[config.mk]
export PLATFORM = sky130hd
export DESIGN_NAME = fpx_status_ctl
export DESIGN_NICKNAME = d
export VERILOG_FILES = /design/src/rtl/fpx_pkg.sv /design/src/rtl/fpx_state_reg.sv /design/src/rtl/fpx_trap_eval.sv /design/src/rtl/fpx_status_ctl.sv
export SDC_FILE = /design/constraint.sdc
export NUM_CORES = 1
export LEC_CHECK = 0
export ABC_CLOCK_PERIOD_IN_PS = 1300
export BUFFER_PORTS_ARGS = -buffer_cell sky130_fd_sc_hd__buf_4
export CAP_MARGIN = 20
export CORE_UTILIZATION = 41
export CTS_CLUSTER_SIZE = 24
export DETAILED_ROUTE_END_ITERATION = 10
export GPL_ROUTABILITY_DRIVEN = 0
export PLACE_DENSITY = 0.84
export SYNTH_ARGS = -nofsm -noshare
export SYNTH_HDL_FRONTEND = slang
export SYNTH_SLANG_ARGS = --single-unit
[constraint.sdc]
create_clock -name clk -period 1.3 [get_ports clk]
set_clock_uncertainty 0.1 [all_clocks]
set_input_delay 0.13 -clock clk [delete_from_list [all_inputs] [get_ports clk]]
set_output_delay 0.13 -clock clk [all_outputs]
set_load 0.05 [all_outputs]
[src/rtl/fpx_pkg.sv]
package fpx_pkg;
   localparam int NCLS = 5;

   typedef enum int {
      CLS_INEXACT  = 0,
      CLS_UNDER    = 1,
      CLS_OVER     = 2,
      CLS_DIVZERO  = 3,
      CLS_INVALID  = 4
   } cls_idx_e;

   typedef logic [NCLS-1:0] cls_vec_t;
endpackage

[src/rtl/fpx_state_reg.sv]
module fpx_state_reg
   import fpx_pkg::*;
(
   input  logic     clk,
   input  logic     rst_n,
   input  logic     op_valid,
   input  cls_vec_t op_cause,
   input  logic     wr_en,
   input  cls_vec_t wr_cause,
   input  cls_vec_t wr_flag,
   input  cls_vec_t wr_ena,
   input  logic     wr_qmode,
   output cls_vec_t cause_q,
   output cls_vec_t flag_q,
   output cls_vec_t ena_q,
   output logic     qmode_q
);
   // per-class status bits; a write has priority over an operation
   for (genvar k = 0; k < NCLS; k++) begin : g_cls
      always_ff @(posedge clk) begin
         if (!rst_n) begin
            cause_q[k] <= 1'b0;
            flag_q[k]  <= 1'b0;
         end else if (wr_en) begin
            cause_q[k] <= wr_cause[k];
            flag_q[k]  <= wr_flag[k];
         end else if (op_valid) begin
            cause_q[k] <= op_cause[k];
            flag_q[k]  <= flag_q[k] | op_cause[k];
         end
      end
   end

   always_ff @(posedge clk) begin
      if (!rst_n) begin
         ena_q   <= '0;
         qmode_q <= 1'b0;
      end else if (wr_en) begin
         ena_q   <= wr_ena;
         qmode_q <= wr_qmode;
      end
   end


   cause_track_chk: assert property (@(posedge clk) disable iff (!rst_n)
      ($past(op_valid) && !$past(wr_en) && $past(rst_n)) |-> (cause_q == $past(op_cause)));

   flag_sticky_chk: assert property (@(posedge clk) disable iff (!rst_n)
      ($past(op_valid) && !$past(wr_en) && $past(rst_n)) |-> ((flag_q & $past(flag_q)) == $past(flag_q)));

   idle_hold_chk: assert property (@(posedge clk) disable iff (!rst_n)
      (!$past(op_valid) && !$past(wr_en) && $past(rst_n)) |->
         ($stable(cause_q) && $stable(flag_q) && $stable(ena_q) && $stable(qmode_q)));
endmodule

[src/rtl/fpx_trap_eval.sv]
module fpx_trap_eval
   import fpx_pkg::*;
#(
   parameter int INV_IDX = 4,
   parameter bit REQ_REG = 1'b1
) (
   input  logic     clk,
   input  logic     rst_n,
   input  logic     op_valid,
   input  cls_vec_t op_cause,
   input  logic     op_src_special,
   input  cls_vec_t ena,
   input  logic     qmode,
   output logic     exc_req
);
   logic hit_cls, hit_src, trap_now;

   assign hit_cls  = |(op_cause & ena);
   assign hit_src  = op_src_special & qmode & ena[INV_IDX];
   assign trap_now = op_valid & (hit_cls | hit_src);

   if (REQ_REG) begin : g_reg
      always_ff @(posedge clk) begin
         if (!rst_n) exc_req <= 1'b0;
         else        exc_req <= trap_now;
      end


      req_needs_op_chk: assert property (@(posedge clk) disable iff (!rst_n)
         exc_req |-> $past(op_valid));

      req_cause_chk: assert property (@(posedge clk) disable iff (!rst_n)
         ($past(op_valid) && $past(rst_n) && (($past(op_cause) & $past(ena)) != '0)) |-> exc_req);

      req_special_chk: assert property (@(posedge clk) disable iff (!rst_n)
         ($past(op_valid) && $past(rst_n) && ($past(op_cause) & $past(ena)) == '0
          && !($past(qmode) && $past(ena[INV_IDX]))) |-> !exc_req);
   end else begin : g_comb
      assign exc_req = trap_now;


      req_comb_chk: assert property (@(posedge clk) disable iff (!rst_n)
         exc_req |-> op_valid);
   end
endmodule

[src/rtl/fpx_status_ctl.sv]
module fpx_status_ctl
   import fpx_pkg::*;
#(
   parameter int REG_W     = 32,
   parameter int FLAG_LSB  = 0,
   parameter int ENA_LSB   = 8,
   parameter int CAUSE_LSB = 16,
   parameter int QMODE_BIT = 24,
   parameter bit REQ_REG   = 1'b1
) (
   input  logic             clk,
   input  logic             rst_n,
   input  logic             op_valid,
   input  logic [NCLS-1:0]  op_cause,
   input  logic             op_src_special,
   input  logic             sw_wr_en,
   input  logic [REG_W-1:0] sw_wr_data,
   output logic [REG_W-1:0] csr_rd,
   output logic             exc_req
);
   localparam logic [REG_W-1:0] CLS_ONES  = REG_W'((1 << NCLS) - 1);
   localparam logic [REG_W-1:0] USED_MASK = (CLS_ONES << FLAG_LSB) | (CLS_ONES << ENA_LSB)
                                          | (CLS_ONES << CAUSE_LSB) | (REG_W'(1) << QMODE_BIT);

   // elaboration checks on the field layout
   if (FLAG_LSB + NCLS > REG_W || ENA_LSB + NCLS > REG_W ||
       CAUSE_LSB + NCLS > REG_W || QMODE_BIT >= REG_W) begin : g_bad_fit
      $error("fpx_status_ctl: a field lies outside the register word");
   end
   if ($countones(USED_MASK) != 3 * NCLS + 1) begin : g_bad_overlap
      $error("fpx_status_ctl: register fields overlap");
   end

   cls_vec_t cause_q, flag_q, ena_q;
   logic     qmode_q;
   logic     unused_wr_bits;

   assign unused_wr_bits = ^(sw_wr_data & ~USED_MASK);

   fpx_state_reg u_state (
      .clk      (clk),
      .rst_n    (rst_n),
      .op_valid (op_valid),
      .op_cause (op_cause),
      .wr_en    (sw_wr_en),
      .wr_cause (sw_wr_data[CAUSE_LSB +: NCLS]),
      .wr_flag  (sw_wr_data[FLAG_LSB +: NCLS]),
      .wr_ena   (sw_wr_data[ENA_LSB +: NCLS]),
      .wr_qmode (sw_wr_data[QMODE_BIT]),
      .cause_q  (cause_q),
      .flag_q   (flag_q),
      .ena_q    (ena_q),
      .qmode_q  (qmode_q)
   );

   fpx_trap_eval #(
      .INV_IDX (CLS_INVALID),
      .REQ_REG (REQ_REG)
   ) u_trap (
      .clk            (clk),
      .rst_n          (rst_n),
      .op_valid       (op_valid),
      .op_cause       (op_cause),
      .op_src_special (op_src_special),
      .ena            (ena_q),
      .qmode          (qmode_q),
      .exc_req        (exc_req)
   );

   always_comb begin
      csr_rd                       = '0;
      csr_rd[FLAG_LSB +: NCLS]     = flag_q;
      csr_rd[ENA_LSB +: NCLS]      = ena_q;
      csr_rd[CAUSE_LSB +: NCLS]    = cause_q;
      csr_rd[QMODE_BIT]            = qmode_q;
   end


   unused_zero_chk: assert property (@(posedge clk) disable iff (!rst_n)
      (csr_rd & ~USED_MASK) == '0);

   reset_clear_chk: assert property (@(posedge clk)
      $past(!rst_n) |-> (csr_rd == '0));
endmodule

==> impl_metrics.py <==
metrics = {
    "run_status": {
        "outcome": "finished clean",
    },
    "clock_network": {
        "post_cts_resized": 0,
        "cts_num_sinks": 17,
        "cts_tree": "done",
        "clk_latency_ps": 280,
        "cts_buffer_depth": 2,
        "cts_buffers": 3,
        "clkTransAtPathRegs_ps": 100,
        "cts_setup_buffers": 0,
        "htree_num_levels": 1,
        "ctsRootBufferMaster": "clkbuf_4",
        "postCtsHoldBufs": 10,
    },
    "run": {
        "cap_viol_max_count": 0,
    },
    "setup_path": {
        "path_class": "reg2out",
        "max_stage_delay_ps": 370,
        "cp_slowest_cell": "dfxtp_1",
        "crit_buf_inv": 1,
        "cp_max_fo": 3,
        "worst_setup_path_end_kind": "primary output",
        "critPathTopFamily": "flip-flops",
        "cp-start-kind": "flip-flop",
        "cp.required_ps": 1070,
        "path_cells": "buf_4",
        "cp.arrival_ps": 870,
    },
    "logic_synthesis": {
        "synthMuxAreaShare": 0.1186,
        "postSynthAreaPerCell_um2": 10.43,
        "yosysWarnings": 0,
        "synth_area_leader_cell": "dfxtp_1",
        "synth_seq_cells": 17,
        "yosys.area.top_type_share": 0.3666,
        "synth_top_family_by_area": "compound AO/OA/AOI/OAI gates",
        "synth-xor-area-share": 0,
        "synth_compound_area_frac": 0.2534,
        "ys_top_cells_by_area": "dfxtp_1 37%, buf_4 15%, mux2i_1 12%, a21oi_2 9.4%, o21ai_2 9.4%",
        "ys_seq_area_frac": 0.3666,
        "ys_types": 15,
        "synth-simple-area-share": 0.05660,
        "synthAdderAreaFrac": 0,
        "synthCells": 89,
        "netlist_area_um2": 928.4,
    },
    "finish": {
        "fin_area_um2": 1290,
        "fillers": 171,
        "final_common_cell": "buf_4",
        "nets": 182,
        "antenna_cells": 0,
        "drive_above_1_share": 0.4892,
        "mostFrequentLayoutCells": "42 x buf_4, 17 x dfxtp_1, 16 x conb_1",
        "area_growth_pct": 38.95,
    },
    "pwr": {
        "leakage_nw": 0.6050,
        "ir_drop_uv": 664.3,
        "power_density_nw_per_um2": 1052,
    },
    "sta": {
        "setup_viol": 0,
        "timing.fmax_ghz": 0.9101,
        "drv_slew": 0,
        "fin_crit_ps": 1099,
        "finalSetupTns_ps": 0,
        "finalCritPeriodShare": 0.8452,
        "rsz0062_at_grt": "no",
        "hold_violations": 0,
    },
    "placed_design": {
        "place_area_um2": 1154,
        "numPortBuffers": 42,
        "hpwl_um": 1437,
    },
    "die": {
        "die-area_um2": 2459,
        "placementRows": 16,
        "pin_count": 75,
        "die_y_um": 49.59,
        "dieWidth_um": 49.59,
        "initial_utilization": 0.4547,
        "core_um2": 2042,
    },
    "routing": {
        "drc_errors": 0,
        "wire_per_inst_um": 11.66,
        "routed_via_density": 4.446,
        "wirelength_um": 1935,
        "firstDrtPassIters": 2,
        "initialDrtViolationCount": 3,
        "vias": 738,
        "ant_nets": 0,
    },
    "grt": {
        "grt_max_degree": 21,
        "antenna_found_initial": 0,
        "grt_pass1_wl_um": 3277,
        "grt_pass1_vias": 749,
        "overflow": 0,
        "grtUsageTotal": 0.1741,
    },
    "min_path": {
        "hold_path_class": "in2reg",
    },
}
[area by class of cell]
cell class              instances  area (um^2)  share of cell area
flip-flops and latches         17        340.3              0.2638
inverters                       1        6.256            0.004850
multi-input cells              64        457.9              0.3550
well taps                      27        33.78             0.02619
repair buffers                 53        425.4              0.3298
clock buffers                   4        26.28             0.02037
[Yosys cell counts (all sizes together)]
| master | instances |
|---|---|
| a31oi | 1 |
| a21oi | 15 |
| mux2i | 11 |
| a22oi | 2 |
| nand2 | 2 |
| dfxtp | 17 |
| nor2b | 6 |
| o21ai | 10 |
| conb | 1 |
| inv | 1 |
| a21o | 1 |
| buf | 22 |
[metrics by stage]
stage,setup slack (ps),power [W],hold WS [ps],cells,util
6_report,201.2,0.001357,8.664,166,0.6317
3_3_place_gp,384.9,0.001062,274.7,151,0.5650
4_1_cts,181.7,0.001370,3.904,165,0.6268
3_5_place_dp,363.9,0.001072,277.9,151,0.5650
5_1_grt,148.2,0.001431,15.56,166,0.6317
2_1_floorplan,150.3,0.0009812,147.0,104,-
[worst paths after layout]
kind	from	end	slack [ps]	cells past startpoint
worst max-delay path	u_state.ena_q[3]	csr_rd[11]	200	1
worst min-delay path	sw_wr_data[24]	u_state.qmode_q	9	3
worst max register to register	u_state.ena_q[3]	u_trap.exc_req	400	2
worst min register to register	u_state.ena_q[4]	u_trap.exc_req	420	2
[routing by layer]
| layer | up-vias | global-route usage | routed length (um) |
|---|---|---|---|
| li1 | 374 | - | - |
| met1 | 330 | 0.2072 | 793 |
| met2 | 34 | 0.3041 | 1003 |
| met3 | 0 | 0.04938 | 138 |
| met4 | 0 | 0.04286 | 0 |
| met5 | - | 0 | 0 |
[sequential cells by signal, summed over array words and instances, names as in the netlist]
signal           count
u_state.flag_q       5
u_trap.exc_req       1
u_state.cause_q      5
u_state.qmode_q      1
u_state.ena_q        5
[report_power, final]
part	internal, W	leakage (nW)	switching [W]
Combinational	0.000167	0.449	0.000338
Clock	0.000119	0.0150	0.000154
Sequential	0.000557	0.141	0.0000217
Total	0.000844	0.605	0.000514
[kinds of logic after synthesis]
logic type / after synthesis
compound gates: 29
mux: 11
simple gates: 8
flops: 17
buf+inv: 23
other cells: 1
(Power assumes the default switching activity.)
